[src/rtl/pss_pkg.sv]
package pss_pkg;
  typedef struct packed {
    logic loadNow;
    logic shiftNow;
  } shiftCtrl_t;
endpackage

[src/rtl/pss_sync.sv]
module pss_sync #(
  parameter int WIDTH = 1,
  parameter logic [WIDTH-1:0] RESET_VAL = '0
) (
  input  logic             clk,
  input  logic             rst,
  input  logic [WIDTH-1:0] asyncIn,
  output logic [WIDTH-1:0] syncOut
);
  logic [WIDTH-1:0] metaQ;

  always_ff @(posedge clk) begin
    if (rst) begin
      metaQ   <= RESET_VAL;
      syncOut <= RESET_VAL;
    end else begin
      metaQ   <= asyncIn;
      syncOut <= metaQ;
    end
  end
endmodule

[src/rtl/pss_ctrl.sv]
module pss_ctrl
  import pss_pkg::*;
(
  input  logic       clk,
  input  logic       rst,
  input  logic       loadN,
  input  logic       clkPin,
  input  logic       enPin,
  input  logic       serIn,
  output shiftCtrl_t strobes,
  output logic       serBit
);
  logic [2:0] pinSync;
  logic       loadS, clkS, enS, combNow, combPrev;

  // Reset value 1 for all three: load idle, effective clock parked high.
  pss_sync #(.WIDTH(3), .RESET_VAL(3'b111)) pinSync_i (
    .clk(clk), .rst(rst),
    .asyncIn({loadN, clkPin, enPin}),
    .syncOut(pinSync)
  );

  pss_sync #(.WIDTH(1), .RESET_VAL(1'b0)) serSync_i (
    .clk(clk), .rst(rst), .asyncIn(serIn), .syncOut(serBit)
  );

  assign {loadS, clkS, enS} = pinSync;
  assign combNow = clkS | enS;

  always_ff @(posedge clk) begin
    if (rst) combPrev <= 1'b1;
    else     combPrev <= combNow;
  end

  always_comb begin
    strobes.loadNow  = ~loadS;
    strobes.shiftNow = loadS & combNow & ~combPrev;
  end

  // one shift per rising change, never two cycles in a row
  p_single_shift_r2: assert property (@(posedge clk) disable iff (rst)
    strobes.shiftNow |=> !strobes.shiftNow);

  // enable held high over two samples blocks any shift
  p_enable_blocks_r4: assert property (@(posedge clk) disable iff (rst)
    (enS && $past(enS)) |-> !strobes.shiftNow);
endmodule

[src/rtl/pss_datapath.sv]
module pss_datapath
  import pss_pkg::*;
#(
  parameter int STAGES = 8
) (
  input  logic              clk,
  input  logic              rst,
  input  shiftCtrl_t        strobes,
  input  logic [STAGES-1:0] parIn,
  input  logic              serBit,
  output logic [STAGES-1:0] stages
);
  always_ff @(posedge clk) begin
    if (rst)                   stages <= '0;
    else if (strobes.loadNow)  stages <= parIn;
    else if (strobes.shiftNow) stages <= {stages[STAGES-2:0], serBit};
  end

  p_load_track_r1: assert property (@(posedge clk) disable iff (rst)
    $past(strobes.loadNow) |-> stages == $past(parIn));

  p_shift_order_r2: assert property (@(posedge clk) disable iff (rst)
    ($past(strobes.shiftNow) && !$past(strobes.loadNow))
      |-> stages == {$past(stages[STAGES-2:0]), $past(serBit)});

  p_hold_r6: assert property (@(posedge clk) disable iff (rst)
    (!$past(strobes.shiftNow) && !$past(strobes.loadNow)) |-> $stable(stages));

  p_reset_clear_r7: assert property (@(posedge clk)
    $past(rst) |-> stages == '0);
endmodule

[src/rtl/pss_shifter.sv]
module pss_shifter
  import pss_pkg::*;
#(
  parameter int STAGES = 8
) (
  input  logic              clk,
  input  logic              rst,
  input  logic              loadN,
  input  logic              clkPin,
  input  logic              enPin,
  input  logic              serIn,
  input  logic [STAGES-1:0] parIn,
  output logic              lastOut,
  output logic              lastOutN
);
  localparam int LAST = STAGES - 1;

  shiftCtrl_t        strobes;
  logic              serBit;
  logic [STAGES-1:0] stages;

  pss_ctrl ctrl_i (
    .clk(clk), .rst(rst), .loadN(loadN), .clkPin(clkPin), .enPin(enPin),
    .serIn(serIn), .strobes(strobes), .serBit(serBit)
  );

  pss_datapath #(.STAGES(STAGES)) data_i (
    .clk(clk), .rst(rst), .strobes(strobes), .parIn(parIn),
    .serBit(serBit), .stages(stages)
  );

  assign lastOut  = stages[LAST];
  assign lastOutN = ~stages[LAST];
endmodule

[config.mk]
export PLATFORM = sky130hd
export DESIGN_NAME = pss_shifter
export DESIGN_NICKNAME = d
export VERILOG_FILES = /design/src/rtl/pss_pkg.sv /design/src/rtl/pss_sync.sv /design/src/rtl/pss_ctrl.sv /design/src/rtl/pss_datapath.sv /design/src/rtl/pss_shifter.sv
export SDC_FILE = /design/constraint.sdc
export NUM_CORES = 1
export LEC_CHECK = 0
export BUFFER_PORTS_ARGS = -buffer_cell sky130_fd_sc_hd__buf_2
export CAP_MARGIN = 20
export CORE_AREA = 4 4 41 43
export DETAILED_ROUTE_END_ITERATION = 8
export DIE_AREA = 0 0 45 47
export PLACE_DENSITY = 0.72
export SLEW_MARGIN = 30
export SYNTH_ARGS = -nofsm -noshare
export SYNTH_HDL_FRONTEND = slang
export SYNTH_HIERARCHICAL = 1
export SYNTH_SLANG_ARGS = --single-unit
[constraint.sdc]
create_clock -name clk -period 1.69 [get_ports clk]
set_clock_uncertainty 0.2 [all_clocks]
set_input_delay 0.0845 -clock clk [delete_from_list [all_inputs] [get_ports clk]]
set_output_delay 0.0845 -clock clk [all_outputs]
set_load 0.03 [all_outputs]
---- Word level (Yosys, flattened, before mapping) ----
Index checks and enable logic that the tools add are counted.
word-level totals
  output and inout port bits .............. 2
  register bits ........................... 17
operators by class
  mux-type cells .......................... 2
  equality and inequality tests ........... 1
  bitwise operators ....................... 5
operators by type and width
  cell                  count
  $mux W8               2
  $and A1 B1 Y1         2
  $ne A2 B1 Y1 const B  1
  $not A1 Y1            2
  $or A1 B1 Y1          1

---- Depth between registers and ports, before layout ----
  depth in word-level cells ............... 5
  mapped depth ............................ 5
  gate-level depth less buffers ........... 4

---- Hierarchy ----
Netlist, hierarchy kept.
by module, submodules not included
  module                       instances  area an instance (um2)  cells each
  pss_datapath                 1          369.1                   35
  pss_sync (ctrl_i.pinSync_i)  1          157.7                   12
  pss_sync (ctrl_i.serSync_i)  1          52.6                    4
  pss_ctrl                     1          38.8                    5
  pss_shifter                  1          3.8                     1

---- Worst setup path after synthesis ----
OpenSTA, ideal clock, no wires.
  kind .................................... register to register
  start ................................... register ctrl_i.pinSync_i.syncOut[2]
  end ..................................... register data_i.stages[7]
  path buffers ............................ 1
  library setup time ...................... 0.130 ns
  slack ................................... 0.352 ns
  arrival ................................. 1.008 ns
  period minus slack after synthesis ...... 1.338 ns
  stages on the path, launching flop included .. 6
  cell sequence ........................... dfxtp_1 inv_1 nor3_1 buf_6 mux2i_1 a211oi_1
RTL lines
  element                 line                source
  start, declared         pss_sync.sv:8       output logic [WIDTH-1:0] syncOut
  start signal, assigned  pss_sync.sv:18      syncOut <= metaQ;
  end signal, assigned    pss_datapath.sv:15  else if (strobes.loadNow) stages <= parIn;
  end signal, assigned    pss_datapath.sv:16  else if (strobes.shiftNow) stages <= {stages[STAGES-2:0], serBit};
  end, declared           pss_datapath.sv:11  output logic [STAGES-1:0] stages

---- Worst setup path in the final report ----
  start ................................... input rst
  end ..................................... register ctrl_i.serSync_i.metaQ
RTL lines
  element               line              source
  start, declared       pss_shifter.sv:7  input logic rst,
  end signal, assigned  pss_sync.sv:17    metaQ <= asyncIn;
  end, declared         pss_sync.sv:10    logic [WIDTH-1:0] metaQ;
No word-level cell between the ends.

==> impl_results.md <==
* IO Port Bufs at 15
* Commonest non-fill, non-tap cell in the layout: dfxtp_1
* Die width at 45 um
* Max Fanout on Critical Path at 17
* LEAKAGE at 0.0003451 uW
* Fin crit period at 1.558 ns
* Sequential share of the synthesized area at 0.5473
* Fmax at 0.6419 GHz
* Placed Area at 708.2 um^2
* R2r worst-path depth at 5
* FF-to-FF setup slack at 0.17 ns
* Critical-path cell list: dlygate4sd3_1, buf_2, nor2b_1, dlygate4sd3_1
* CP max stage delay at 0.56 ns
* Std-Cell Rows at 13
* Setup ws final at 0.1321 ns
* Worst slew margin at 0.8192
* Clock Path Buffers at 2
* Number of buffers and inverters on the critical path at 3
* # IOs at 16
* Fin. max-slew vios at 0
* Max-Cap Viols at 0
* Slowest cell on the critical path: dlygate4sd3_1
* Syn_nets at 71
* Xor/xnor share of the synthesized area at 0
* Final TNS setup at 0 ns
* GPL Wtd Cong at 0.6980
* # nets final at 104
* Status: complete, no violations
* Post-route cell area at 875.8 um^2
* Worst Tran Pin Value at 0.2711 ns
* Power per cell area at 811.9 nW/um^2
* Crit path launch type: input pin
* CTS H-tree depth at 1
* CTS tree: built
* Simple-Gate Fraction of Synth Area at 0.1851
* N_diodes at 0
* Most frequent cells in the layout: dfxtp_1, buf_2, dlygate4sd3_1, nor2b_1
* Area delta synth->final at 40.85%
* Vias in the first global route at 514
* Hold_buf cts at 14
* CTS root buf: clkbuf_4
* Initial antenna violation count at 0
* WS Path Type: input pin to flop
* CP most frequent cell: dlygate4sd3_1
* Total gr overflow at 0
* Placed insts at 86
* Clk_lat worst skew at 0.28 ns
* Remaining antenna violation count at 0
* Hold Path Cell Cnt at 1
* Post-Synthesis Cells at 57
* Post-route DRC at 0
* Die area at 2115 um^2
* Initial drt markers at 3
* Setup Buffers After CTS at 0
* Syn_area_per_cell at 10.91 um^2
* Height of the die at 47 um
* Synth warn at 6
* Endpoint, Worst Hold: ctrl_i/pinSync_i/syncOut[1]
* FF-to-FF End: data_i/stages[1]
* Main combinational cell family by area after synthesis: simple AND/OR/NAND/NOR gates
* Share of cells above drive strength 1 at 0.2360
* Hold_sp: ctrl_i/pinSync_i/metaQ[1]
* First-pass GRT wire length at 2.235 mm
* Routed WL at 1.232 mm
* FF-to-FF Start: ctrl_i/pinSync_i/syncOut[2]
* Number of setup violations in the final report at 0
* CP arrival at 1.53 ns
* Crit share post-route at 0.9219
* DR vias at 484
* Area of the mapped netlist at 621.8 um^2
* Unique masters post-synth at 12
* Worst slack, placed at 0.1847 ns
* FF+latch count, synth at 17
* Core area at 1301 um^2
* Starting Density at 0.4779
* TritonCTS buffer count at 3
* Peak supply drop at 0.0007559 V
* Worst Path Required at 1.66 ns
* Synth Area in Compound Gates at 0.09658
* DR WL/cell at 11.85 um
* Final std cells w/o fill at 104
* Hold WC Path Type: flop to flop
* RSZ-0062 raised after global routing: no
* Hold Vio Cnt, Final at 0
* Critical Path Sink Type: flop
* Vias/cell at 4.654
* Synth Area in Adders at 0
* Mux cell area share after synthesis at 0.1288
* Largest net degree at the start of global routing at 18
* Worst-path clk slew at 0.09 ns
* Hpwl dp at 760.4 um
* Tot GR Track Use at 0.1515
* Sink Count at 17
* Largest delay share family, worst path: buffers and inverters
* Drt pass-1 iters at 3
* Post-cts resize count at 0
cells in the mapped netlist, drive strengths merged:
master   n  area, um^2
a211oi   8       60.06
buf      2       15.01
dfxtp   17       340.3
inv      3       11.26
mux2i    8       80.08
nor2     1       3.750
nor2b   10       62.56
nor3     1       5.000
or2      6       37.54
or3      1       6.260
sequential cells by signal (all words and copies together) (netlist names):
register                  cells
ctrl_i/pinSync_i/syncOut      3
ctrl_i/serSync_i/syncOut      1
ctrl_i/serSync_i/metaQ        1
ctrl_i/pinSync_i/metaQ        3
data_i/stages                 8
ctrl_i/combPrev               1
per-stage QoR:
stage	hold slack (ns)	total power, uW	util
2_1_floorplan	-0.04389	466.8	-
3_3_place_gp	0.06082	490.5	0.5442
3_5_place_dp	0.06892	492.3	0.5442
4_1_cts	0.2169	721.6	0.6731
5_1_grt	0.2359	754.4	0.6731
6_report	0.2132	711.1	0.6731
area by class of cell:
| cell class | count | area, um^2 |
|---|---|---|
| Sequential cell | 17 | 340.3 |
| Fill cell | 113 | 425.4 |
| Tap cell | 15 | 18.77 |
| Clock inverter | 1 | 5.005 |
| Multi-Input combinational cell | 35 | 255.2 |
| Clock buffer | 3 | 22.52 |
| Inverter | 3 | 11.26 |
| Timing Repair Buffer | 30 | 222.7 |
power by group:
group,internal (uW),total (uW),switching [uW]
clock network,87.7,203,115
logic,48.9,81.4,32.5
registers,419,427,7.57
how the worst max path moves through the flow:
| stage | start | end | slack, ns | cells after the start |
|---|---|---|---|---|
| 5_1_grt | ctrl_i/pinSync_i/syncOut[2] | data_i/stages[1] | 0.01 | 5 |
| 3_3_place_gp | ctrl_i/pinSync_i/syncOut[2] | data_i/stages[2] | 0.26 | 5 |
| 3_5_place_dp | ctrl_i/pinSync_i/syncOut[2] | data_i/stages[1] | 0.18 | 5 |
| 4_1_cts | ctrl_i/pinSync_i/syncOut[2] | data_i/stages[1] | 0.16 | 5 |
| 6_report | rst | ctrl_i/serSync_i/metaQ | 0.13 | 4 |
| 2_1_floorplan | ctrl_i/pinSync_i/syncOut[2] | data_i/stages[7] | 0.35 | 5 |
logic make-up (layout without fill, tap and decap cells):
| group | count (synthesis) | in the layout |
|---|---|---|
| buf+inv | 5 | 37 |
| flops | 17 | 17 |
| simple gates | 19 | 19 |
| mux | 8 | 8 |
| compound gates | 8 | 8 |
layer usage:
metal  up-vias  global-route usage  routed length [um]
met5         -                   0                   0
met2        12              0.2599                 645
met3         2             0.02299                  58
met4         0              0.1053                  14
met1       213              0.1729                 513
li1        257                   -                   -
worst register-to-register path: stages, from the launching register on:
cell	delay, ns
dfxtp_1	0.31
inv_1	0.12
nor3_1	0.20
buf_4	0.21
mux2i_1	0.11
a211oi_1	0.27
(Power assumes the default switching activity.)
